`config.mk`:
```
export PLATFORM = sky130hd
export DESIGN_NAME = aux_pwm_timer
export DESIGN_NICKNAME = d
export VERILOG_FILES = /design/src/rtl/aux_pwm_pkg.sv /design/src/rtl/aux_pwm_regs.sv /design/src/rtl/aux_pwm_counter.sv /design/src/rtl/aux_pwm_wave.sv /design/src/rtl/aux_pwm_timer.sv
export SDC_FILE = /design/constraint.sdc
export NUM_CORES = 1
export LEC_CHECK = 0
export ABC_AREA = 1
export ABC_CLOCK_PERIOD_IN_PS = 7410
export BUFFER_PORTS_ARGS = -buffer_cell sky130_fd_sc_hd__buf_2
export CAP_MARGIN = 20
export CORE_UTILIZATION = 50
export DETAILED_ROUTE_END_ITERATION = 8
export GPL_ROUTABILITY_DRIVEN = 0
export PLACE_DENSITY = 0.77
export SYNTH_ARGS = -nofsm -noshare
export SYNTH_HDL_FRONTEND = slang
export SYNTH_SLANG_ARGS = --single-unit
```
`constraint.sdc`:
```
create_clock -name clk -period 7.41 [get_ports clk]
set_input_delay 1.482 -clock clk [delete_from_list [all_inputs] [get_ports clk]]
set_output_delay 1.482 -clock clk [all_outputs]
set_load 0.01 [all_outputs]
```
`src/rtl/aux_pwm_pkg.sv`:
```
package aux_pwm_pkg;
  localparam int BUS_W = 32;
  localparam int ADDR_W = 6;
  localparam int CTRL_W = 16;

  localparam logic [ADDR_W-1:0] OFS_APER = 6'h08;
  localparam logic [ADDR_W-1:0] OFS_ACMP = 6'h0C;
  localparam logic [ADDR_W-1:0] OFS_SPER = 6'h10;
  localparam logic [ADDR_W-1:0] OFS_SCMP = 6'h14;
  localparam logic [ADDR_W-1:0] OFS_CTRL = 6'h28;

  localparam int CB_COUNT = 4;
  localparam int CB_WAVE  = 9;
  localparam int CB_POL   = 10;

  function automatic logic [BUS_W-1:0] merge_bytes(
    input logic [BUS_W-1:0]   old_v,
    input logic [BUS_W-1:0]   new_v,
    input logic [BUS_W/8-1:0] lanes
  );
    logic [BUS_W-1:0] res;
    for (int i = 0; i < BUS_W/8; i++) begin
      res[8*i +: 8] = lanes[i] ? new_v[8*i +: 8] : old_v[8*i +: 8];
    end
    return res;
  endfunction
endpackage

```
`src/rtl/aux_pwm_regs.sv`:
```
module aux_pwm_regs
  import aux_pwm_pkg::*;
#(
  parameter int CNT_W = 32
) (
  input  logic                  clk,
  input  logic                  rst_n,
  input  logic                  wr_en,
  input  logic [ADDR_W-1:0]     addr,
  input  logic [BUS_W-1:0]      wdata,
  input  logic [BUS_W/8-1:0]    be,
  input  logic                  wrap,
  output logic [CNT_W-1:0]      act_per,
  output logic [CNT_W-1:0]      act_cmp,
  output logic [CTRL_W-1:0]     ctrl,
  output logic [BUS_W-1:0]      rdata
);
  localparam int LANES = 2;

  logic [LANES*CNT_W-1:0] act_bus;
  logic [LANES*CNT_W-1:0] sh_bus;

  for (genvar g = 0; g < LANES; g++) begin : g_lane
    localparam logic [ADDR_W-1:0] A_OFS = (g == 0) ? OFS_APER : OFS_ACMP;
    localparam logic [ADDR_W-1:0] S_OFS = (g == 0) ? OFS_SPER : OFS_SCMP;

    logic             hit_a, hit_s, xfer, lane_en;
    logic [CNT_W-1:0] act_q, act_d, sh_q, sh_d;
    logic             pend_q, pend_d;

    assign hit_a   = wr_en && (addr == A_OFS);
    assign hit_s   = wr_en && (addr == S_OFS);
    assign xfer    = wrap && pend_q;
    assign lane_en = hit_a || hit_s || xfer;

    always_comb begin
      act_d  = act_q;
      sh_d   = sh_q;
      pend_d = pend_q;
      if (xfer) begin
        act_d  = sh_q;
        pend_d = 1'b0;
      end
      if (hit_a) begin
        act_d = CNT_W'(merge_bytes(BUS_W'(act_d), wdata, be));
      end
      if (hit_s) begin
        sh_d   = CNT_W'(merge_bytes(BUS_W'(sh_q), wdata, be));
        pend_d = 1'b1;
      end
    end

    always_ff @(posedge clk or negedge rst_n) begin
      if (!rst_n) begin
        act_q  <= '0;
        sh_q   <= '0;
        pend_q <= 1'b0;
      end else if (lane_en) begin
        act_q  <= act_d;
        sh_q   <= sh_d;
        pend_q <= pend_d;
      end
    end

    assign act_bus[g*CNT_W +: CNT_W] = act_q;
    assign sh_bus[g*CNT_W +: CNT_W]  = sh_q;
  end

  logic                 hit_c;
  logic [CTRL_W-1:0]    ctrl_q, ctrl_d;
  logic [BUS_W-1:0]     ctrl_merged;

  assign hit_c       = wr_en && (addr == OFS_CTRL);
  assign ctrl_merged = merge_bytes({ctrl_q, {(BUS_W-CTRL_W){1'b0}}}, wdata, be);
  assign ctrl_d      = ctrl_merged[BUS_W-1 -: CTRL_W];

  always_ff @(posedge clk or negedge rst_n) begin
    if (!rst_n) begin
      ctrl_q <= '0;
    end else if (hit_c) begin
      ctrl_q <= ctrl_d;
    end
  end

  assign act_per = act_bus[0 +: CNT_W];
  assign act_cmp = act_bus[CNT_W +: CNT_W];
  assign ctrl    = ctrl_q;

  always_comb begin
    unique case (addr)
      OFS_APER: rdata = BUS_W'(act_bus[0 +: CNT_W]);
      OFS_ACMP: rdata = BUS_W'(act_bus[CNT_W +: CNT_W]);
      OFS_SPER: rdata = BUS_W'(sh_bus[0 +: CNT_W]);
      OFS_SCMP: rdata = BUS_W'(sh_bus[CNT_W +: CNT_W]);
      OFS_CTRL: rdata = {ctrl_q, {(BUS_W-CTRL_W){1'b0}}};
      default:  rdata = '0;
    endcase
  end
endmodule

```
`src/rtl/aux_pwm_counter.sv`:
```
module aux_pwm_counter #(
  parameter int CNT_W = 32
) (
  input  logic             clk,
  input  logic             rst_n,
  input  logic             run,
  input  logic [CNT_W-1:0] period,
  output logic [CNT_W-1:0] cnt,
  output logic             wrap
);
  logic [CNT_W-1:0] cnt_q, cnt_d;
  logic             cnt_en;

  assign wrap   = run && (cnt_q >= period);
  assign cnt_en = run || (cnt_q != '0);

  always_comb begin
    if (!run || wrap) begin
      cnt_d = '0;
    end else begin
      cnt_d = cnt_q + 1'b1;
    end
  end

  always_ff @(posedge clk or negedge rst_n) begin
    if (!rst_n) begin
      cnt_q <= '0;
    end else if (cnt_en) begin
      cnt_q <= cnt_d;
    end
  end

  assign cnt = cnt_q;
endmodule

```
`src/rtl/aux_pwm_wave.sv`:
```
module aux_pwm_wave #(
  parameter int CNT_W = 32
) (
  input  logic             run,
  input  logic             invert,
  input  logic [CNT_W-1:0] cnt,
  input  logic [CNT_W-1:0] cmp,
  output logic             level
);
  logic below;

  assign below = (cnt < cmp);
  assign level = run && (below ^ invert);
endmodule

```
`src/rtl/aux_pwm_timer.sv`:
```
module aux_pwm_timer
  import aux_pwm_pkg::*;
#(
  parameter int CNT_W = 32
) (
  input  logic        clk,
  input  logic        rst_n,
  input  logic        bus_wr,
  input  logic [5:0]  bus_addr,
  input  logic [31:0] bus_wdata,
  input  logic [3:0]  bus_be,
  output logic [31:0] bus_rdata,
  output logic        pwm_o
);
  logic [1:0]        rs_q;
  logic              rst_s;
  logic [CNT_W-1:0]  act_per, act_cmp, cnt;
  logic [CTRL_W-1:0] ctrl;
  logic              run, wrap;

  always_ff @(posedge clk or negedge rst_n) begin
    if (!rst_n) begin
      rs_q <= 2'b00;
    end else begin
      rs_q <= {rs_q[0], 1'b1};
    end
  end
  assign rst_s = rs_q[1];

  assign run = ctrl[CB_WAVE] && ctrl[CB_COUNT];

  aux_pwm_regs #(.CNT_W(CNT_W)) u_regs (
    .clk     (clk),
    .rst_n   (rst_s),
    .wr_en   (bus_wr),
    .addr    (bus_addr),
    .wdata   (bus_wdata),
    .be      (bus_be),
    .wrap    (wrap),
    .act_per (act_per),
    .act_cmp (act_cmp),
    .ctrl    (ctrl),
    .rdata   (bus_rdata)
  );

  aux_pwm_counter #(.CNT_W(CNT_W)) u_cnt (
    .clk    (clk),
    .rst_n  (rst_s),
    .run    (run),
    .period (act_per),
    .cnt    (cnt),
    .wrap   (wrap)
  );

  aux_pwm_wave #(.CNT_W(CNT_W)) u_wave (
    .run    (run),
    .invert (ctrl[CB_POL]),
    .cnt    (cnt),
    .cmp    (act_cmp),
    .level  (pwm_o)
  );
endmodule

```
* Yosys cells after proc, flatten, opt, wreduce, memory -nomap -nowiden
Cells that the tools add are included.
W data, S select, Z words.
** Word-level totals
- Flip-flop bits (word level) :: 180
- Input port bits :: 45
- Output and inout port bits :: 33
- Word-level logic and storage cells :: 75
** Cells by class
- Add/subtract/negate cells :: 1
- $lt $le $gt $ge :: 2
- Eq/ne operators :: 5
- Muxes and demuxes :: 18
- Bitwise logic cells :: 1
- Reductions and logical operators :: 32
** Operator list (count)
- $mux W32 :: 5
- $pmux W32 S5 :: 1
- $mux W8 :: 8
- $add A32 B1 Y32 const B :: 1
- $ge A32 B32 Y1 :: 1
- $lt A32 B32 Y1 :: 1
- $reduce_bool A32 Y1 :: 1
- $reduce_and A3 Y1 :: 8
- $eq A6 B4 Y1 const B :: 2
- $eq A6 B5 Y1 const B :: 2
- $logic_and A1 B1 Y1 :: 10
- $reduce_and A2 Y1 :: 4
- $eq A6 B6 Y1 const B :: 1
- $logic_or A1 B1 Y1 :: 6
- $mux W1 :: 4
- $reduce_bool A2 Y1 :: 2
- $logic_not A1 Y1 :: 1
- $xor A1 B1 Y1 :: 1

* Depth between registers and ports, before layout
Gate-level depths: netlist of run 1.
- Depth in word-level cells :: 6
- Mapped depth :: 18

* Cells and area by module
From an unflattened synthesis of run 1, not the netlist that was laid out.
** Unflattened totals
- Cells, all modules :: 1736
- Area total of the unflattened synthesis :: 12112.9 um^2
** By module, submodules not included
- aux_pwm_regs :: instances 1, cells each 1220, area each 8393.0 um^2, sequential area each 3653.5 um^2
- aux_pwm_counter :: instances 1, cells each 376, area each 2792.7 um^2, sequential area each 800.8 um^2
- aux_pwm_wave :: instances 1, cells each 135, area each 865.8 um^2, sequential area each 0.0 um^2
- aux_pwm_timer :: instances 1, cells each 5, area each 61.3 um^2, sequential area each 50.0 um^2

* Worst setup path after synthesis of run 1
Ideal clock, no wire load.
- Kind :: input-to-output
- From :: in bus_addr[1]
- To :: out bus_rdata[10]
- Arrival time :: 2639 ps
- Path slack :: 3289 ps
- Cell stages on the path :: 8
- Path buffers :: 1
- Path through :: nor2_1 > inv_1 > nor3_1 > nand2_1 > inv_1 > clkbuf_1 > a21oi_1 > o21ai_0
** Between the ends
- Word-level cells in the longest chain between the ends :: 2
- Elaborated cells on any way between the ends :: 6
- Classes of those cells :: eq/ne: 5; mux: 1
** Ends and longest elaborated chain
- from (decl) :: line aux_pwm_timer.sv:9 : input logic [5:0] bus_addr,
- $eq A6 B6 Y1 (tied with other cells) :: line aux_pwm_regs.sv:90 : unique case (addr)
- $pmux W32 S5 * :: line aux_pwm_regs.sv:90
- to (decl) :: line aux_pwm_timer.sv:12 : output logic [31:0] bus_rdata,
Mark *: on every way between the ends. The rest lies on a longest branch, timed or not.

* Final worst setup path of run 1
- From :: in bus_addr[3]
- To :: out bus_rdata[17]
Same word-level chain as after synthesis.

==> results of run 1 <==
-- worst paths after layout --
kind	slack (ns)	startpoint	to	cells after the start
worst max-delay path	2.07	bus_addr[3]	bus_rdata[17]	10
worst min-delay path	0.36	rs_q[0]$_DFF_PN0_	rs_q[1]$_DFF_PN0_	0
worst max register to register	3.66	u_cnt.cnt[30]$_DFFE_PN0P_	u_regs.act_cmp[0]$_DFFE_PN0N_	13
worst min register to register	0.36	rs_q[0]$_DFF_PN0_	rs_q[1]$_DFF_PN0_	0
max in group asynchronous	5.54	rs_q[1]$_DFF_PN0_	u_cnt.cnt[19]$_DFFE_PN0P_	1
min in group asynchronous	0.38	rs_q[1]$_DFF_PN0_	u_regs.g_lane[0].sh_q[21]$_DFFE_PN0P_	0
-- layout make-up --
class	count	share of cell area
Clock buffer	18	0.0368
Tap cell	275	0.0288
Inverter	225	0.0707
Multi-Input combinational cell	932	0.432
Timing Repair Buffer	90	0.0404
Sequential cell	180	0.377
Clock inverter	14	0.0137
-- stage by stage --
stage / power (mW) / instance area, um2 / cells
2_1_floorplan: 1.35 / 10700 / 1392
6_report: 2.39 / 11900 / 1734
3_3_place_gp: 1.45 / 11300 / 1702
4_1_cts: 2.39 / 11900 / 1734
5_1_grt: 2.49 / 11900 / 1734
3_5_place_dp: 1.46 / 11300 / 1702
-- sequential cells by signal, indices dropped and copies added (netlist names) --
| signal | flops |
|---|---|
| u_regs.g_lane.sh_q | 64 |
| u_cnt.cnt | 32 |
| u_regs.act_cmp | 32 |
| u_regs.act_per | 32 |
| u_regs.ctrl | 16 |
| rs_q | 2 |
| u_regs.g_lane.pend_q | 2 |
-- cells by family after synthesis --
family / share of synthesized area
mux: 0.0168
buf+inv: 0.0995
compound gates: 0.123
simple gates: 0.252
other cells: 0.000349
xor+xnor: 0.0131
fa+ha+maj: 0.0758
flops: 0.420
-- per-layer routing --
metal / routed length, um / part of all wire / global-route usage / up-vias
met1: 12800 / 0.41 / 0.387 / 4816
met2: 14800 / 0.47 / 0.492 / 526
met4: 1040 / 0.033 / 0.124 / 0
li1: - / - / - / 4774
met5: 0 / 0 / 0 / -
met3: 2660 / 0.085 / 0.0558 / 97
-- worst max-delay path, delay by kind of cell --
| kind | cells | cell delay, ns |
|---|---|---|
| buffers and inverters | 5 | 1.06 |
| AND/OR/NAND/NOR | 2 | 0.76 |
| AO/OA/AOI/OAI | 3 | 0.55 |
-- placed cells by master (no fill, tap or decap), drive strengths merged, types with 2 or more instances in the layout --
cell type  count
nor3          20
nand2        346
clkinv         7
o21a           3
xor2          15
dfrtp        180
nor3b          2
a221oi         5
nor4           9
a22oi          4
nand3         83
a21oi         64
o211ai         7
inv          231
buf           90
mux2          16
a211oi         2
o21ai         47
nand4         75
nor2          70
ha            65
o22ai         89
o2111ai        2
clkbuf        18
-- power by group --
group / leakage (nW) / total [mW] / switching [mW] / internal [mW]
clock network: 0.297 / 0.931 / 0.440 / 0.491
registers: 2.22 / 1.11 / 0.0400 / 1.07
logic: 3.93 / 0.348 / 0.242 / 0.106
total: 6.44 / 2.39 / 0.722 / 1.66
==> flow_summary.json, run 1 <==
{
  "clk_pin_slew_ns": 0.08,
  "rsz0062_at_grt": "false",
  "coreArea_mm2": 0.0210,
  "max_freq_mhz": 187,
  "tns_ns": 0,
  "port_buffers": 77,
  "area_delta_synth_final_pct": 11.3,
  "final_max_slew_viol_count": 0,
  "period_share": 0.721,
  "hp-class": "reg2reg",
  "wl_um": 31200,
  "power.density_mw_per_mm2": 200,
  "cts_hold_buffers": 0,
  "synthArstFlopShare": 1.00,
  "fin_util": 0.568,
  "ys_seq_area_frac": 0.420,
  "ir_drop_mv": 0.145,
  "worstMarginPinSlew_ns": 1.01,
  "cts_root_buffer": "clkbuf_16",
  "ys_ff_latch": 180,
  "clock_latency_ns": 0.44,
  "drtIter0Drc": 911,
  "crit_arrival_ns": 3.86,
  "cp_cell_sequence": "buf_2 -> inv_2 -> nor3_1 -> inv_2 -> nor2_2 -> inv_1 -> o22ai_1 -> a221oi_1 -> o21ai_0 -> buf_2",
  "via_per_inst": 5.89,
  "routed-via-count": 10200,
  "numCtsBuffers": 17,
  "netlist_top_cells_count": "nand2_1 (345), inv_1 (220), dfrtp_1 (180), o22ai_1 (89), nand3_1 (80)",
  "grt_max_degree": 77,
  "finalSetupViolCount": 0,
  "cpPeakStageDelay_ns": 0.63,
  "cap_violations": 0,
  "ys_types": 40,
  "regArea_mm2": 0.00451,
  "nets": 1556,
  "grt_pass1_vias": 10200,
  "post-place-ws_ns": 2.15,
  "slew_headroom": 0.323,
  "syn_area_per_cell_um2": 7.71,
  "nFillCells": 1925,
  "synth_top_area_share": 0.420,
  "synth_ff_type": "dfrtp_1",
  "synth_area_leaders": "dfrtp_1 (42%), nand2_1 (12%), inv_1 (7.7%)",
  "post_cts_buffers": 0,
  "synthesis.area_mm2": 0.0107,
  "clockBufferDepth": 2,
  "crit_required_ns": 5.93,
  "dieArea_mm2": 0.0221,
  "cp-start-kind": "primary input",
  "fin_skew_ns": 0.0162,
  "drive_above_1_share": 0.108,
  "p_leak_nw": 6.44,
  "syn-num-nets": 1502,
  "dp_hpwl_um": 21100,
  "crit_fanout": 21,
  "rows": 53,
  "start_util": 0.510,
  "crit_type": "in2out",
  "yosys.area.top_type": "dfrtp_1",
  "cts_max_level": 4,
  "grt_pass1_wl_um": 51700,
  "first_pass_iters": 6,
  "syn-instance-count": 1392,
  "gr-total-overflow": 0,
  "antenna_cells": 0,
  "worst_setup_path_end_kind": "primary output",
  "synth_enable_flop_cells": 0,
  "die_y_um": 148,
  "die_w_um": 148,
  "synth.most_common_cell": "nand2_1",
  "wl_per_cell_um": 18.0,
  "cts_tree": "built",
  "period_minus_slack_ns": 5.34,
  "final_hold_viol_count": 0,
  "ant_nets": 0,
  "yosys_warnings": 0,
  "ios": 78,
  "ctsResizeCount": 0,
  "status": "finished, final reports clean",
  "hold-worst-slack_ns": 0.358,
  "cpMaxStageDelayCell": "inv_1",
  "grt_usage": 0.299,
  "fin_ws_ns": 2.07,
  "drc": 0,
  "clock_sinks": 180,
  "antenna_found_initial": 0,
  "multi_input_comb_area_mm2": 0.00516
}
Note: power is estimated with default switching activity, not from simulation.
==> run 2, diff against run 1 <==
--- a/config.mk
+++ b/config.mk
@@ -6,13 +6,13 @@
 export NUM_CORES = 1
 export LEC_CHECK = 0
 export ABC_AREA = 1
-export ABC_CLOCK_PERIOD_IN_PS = 7410
+export ABC_CLOCK_PERIOD_IN_PS = 4400
 export BUFFER_PORTS_ARGS = -buffer_cell sky130_fd_sc_hd__buf_2
 export CAP_MARGIN = 20
 export CORE_UTILIZATION = 50
 export DETAILED_ROUTE_END_ITERATION = 8
 export GPL_ROUTABILITY_DRIVEN = 0
-export PLACE_DENSITY = 0.77
+export PLACE_DENSITY = 0.8
 export SYNTH_ARGS = -nofsm -noshare
 export SYNTH_HDL_FRONTEND = slang
 export SYNTH_SLANG_ARGS = --single-unit
==> constraint.sdc (replaced) <==
create_clock -name clk -period 4.4 [get_ports clk]
set_input_delay 0.88 -clock clk [delete_from_list [all_inputs] [get_ports clk]]
set_output_delay 0.88 -clock clk [all_outputs]
set_load 0.01 [all_outputs]
==> run 2 against run 1 <==
Sequential share of layout area shrank 0.26 points. Highest routed layer unchanged. Critical endpoint is now bus_rdata[26]. Hold slack lost 0.17 ns. First-iteration DRC count grew 11%. Register-to-register slack lost 2.4 ns. Clock power grew 65%. Utilization grew 0.39 points.
==> flow_summary.json, run 2 (same netlist as run 1, synthesis figures left out) <==
{
  "largest_reg_flops": 64,
  "grt_usage": 0.304,
  "ctsResizeCount": 0,
  "rsz0062_at_grt": "false",
  "stdcell_area_mm2": 0.0120,
  "p_leak_nw": 6.49,
  "top_register": "u_regs.g_lane.sh_q",
  "crit_required_ns": 3.52,
  "area_delta_synth_final_pct": 12.1,
  "fin_skew_ns": 0.0176,
  "clk_pin_slew_ns": 0.08,
  "start_util": 0.510,
  "cts_root_buffer": "clkbuf_16",
  "status": "finished, final reports clean",
  "layout.cells.non_filler": 1746,
  "power.density_mw_per_mm2": 332,
  "ios": 78,
  "final_max_slew_viol_count": 0,
  "cts_max_level": 4,
  "tns_ns": 0,
  "numPlacedInstances": 1713,
  "hold-worst-slack_ns": 0.185,
  "cpPeakStageDelay_ns": 0.36,
  "crit_arrival_ns": 2.76,
  "worstMarginPinSlew_ns": 1.05,
  "via_per_inst": 5.97,
  "crit_type": "in2out",
  "final_cell_mix": "nand2_1 (345), inv_1 (219), dfrtp_1 (179)",
  "cts_tree": "built",
  "worst_setup_path_end_kind": "primary output",
  "nFillCells": 1883,
  "routed-via-count": 10400,
  "post-place-ws_ns": 0.822,
  "finalSetupViolCount": 0,
  "first_pass_iters": 6,
  "cp_num_buf_inv": 4,
  "drc": 0,
  "drive_above_1_share": 0.114,
  "dp_hpwl_um": 22300,
  "regArea_mm2": 0.00451,
  "final_hold_viol_count": 0,
  "gr-total-overflow": 0,
  "cts_hold_buffers": 0,
  "grt_pass1_wl_um": 52100,
  "crit_fanout": 16,
  "period_minus_slack_ns": 3.64,
  "die_w_um": 148,
  "cp-start-kind": "primary input",
  "crit_path_frequent_cell": "buf_2",
  "wl_um": 32000,
  "wl_per_cell_um": 18.3,
  "die_y_um": 148,
  "clock_sinks": 180,
  "antenna_cells": 0,
  "rows": 53,
  "antenna_found_initial": 0,
  "period_share": 0.828,
  "grt_max_degree": 81,
  "cp_top_family": "buffers and inverters",
  "max_freq_mhz": 275,
  "coreArea_mm2": 0.0210,
  "numCtsBuffers": 17,
  "ir_drop_mv": 0.280,
  "p_total_mw": 4.00,
  "grt_pass1_vias": 10300,
  "fin_ws_ns": 0.758,
  "slew_headroom": 0.297,
  "post_cts_buffers": 0,
  "port_buffers": 77,
  "nets": 1568,
  "fin_util": 0.572,
  "clockBufferDepth": 2,
  "hp-class": "in2async",
  "drtIter0Drc": 1014,
  "cpMaxStageDelayCell": "inv_1",
  "cp_cell_sequence": "buf_2 -> nor2_1 -> nand2_1 -> nor4_2 -> inv_1 -> buf_4 -> o22ai_1 -> a211oi_1 -> o21ai_0 -> buf_2",
  "dieArea_mm2": 0.0221,
  "multi_input_comb_area_mm2": 0.00516,
  "cap_violations": 0,
  "clock_latency_ns": 0.46,
  "ant_nets": 0,
  "layout_commonest_cell": "nand2_1",
  "place_area_mm2": 0.0114
}
-- run 2: final timing paths --
| check | from | endpoint | slack (ns) | depth (start not counted) |
|---|---|---|---|---|
| min in group clk | rs_q[0]$_DFF_PN0_ | rs_q[1]$_DFF_PN0_ | 0.36 | 0 |
| max in group asynchronous | rs_q[1]$_DFF_PN0_ | u_regs.act_cmp[11]$_DFFE_PN0N_ | 3.18 | 1 |
| max reg2reg | u_cnt.cnt[7]$_DFFE_PN0P_ | u_regs.act_per[1]$_DFFE_PN0N_ | 1.27 | 17 |
| max | bus_addr[1] | bus_rdata[26] | 0.76 | 10 |
| min reg2reg | rs_q[1]$_DFF_PN0_ | u_regs.g_lane[1].sh_q[23]$_DFFE_PN0P_ | 0.31 | 0 |
| min | rst_n | rs_q[1]$_DFF_PN0_ | 0.19 | 1 |
-- run 2: power breakdown --
part | switching [mW] | internal, mW | leakage, nW
clock network | 0.767 | 0.771 | 0.282
logic | 0.393 | 0.183 | 4.00
registers | 0.0836 | 1.80 | 2.22
-- run 2: area by class of cell --
cell class | instances | share of cell area
Clock buffer | 19 | 0.0368
Clock inverter | 13 | 0.0110
Inverter | 225 | 0.0702
Multi-Input combinational cell | 932 | 0.429
Sequential cell | 180 | 0.375
Tap cell | 275 | 0.0286
Timing Repair Buffer | 102 | 0.0497
-- run 2: routing by layer --
| layer | share of wire | GRT usage | vias up |
|---|---|---|---|
| met5 | 0 | 0 | - |
| met4 | 0.050 | 0.175 | 0 |
| met3 | 0.10 | 0.0644 | 149 |
| met2 | 0.46 | 0.487 | 625 |
| met1 | 0.39 | 0.382 | 4860 |
| li1 | - | - | 4787 |
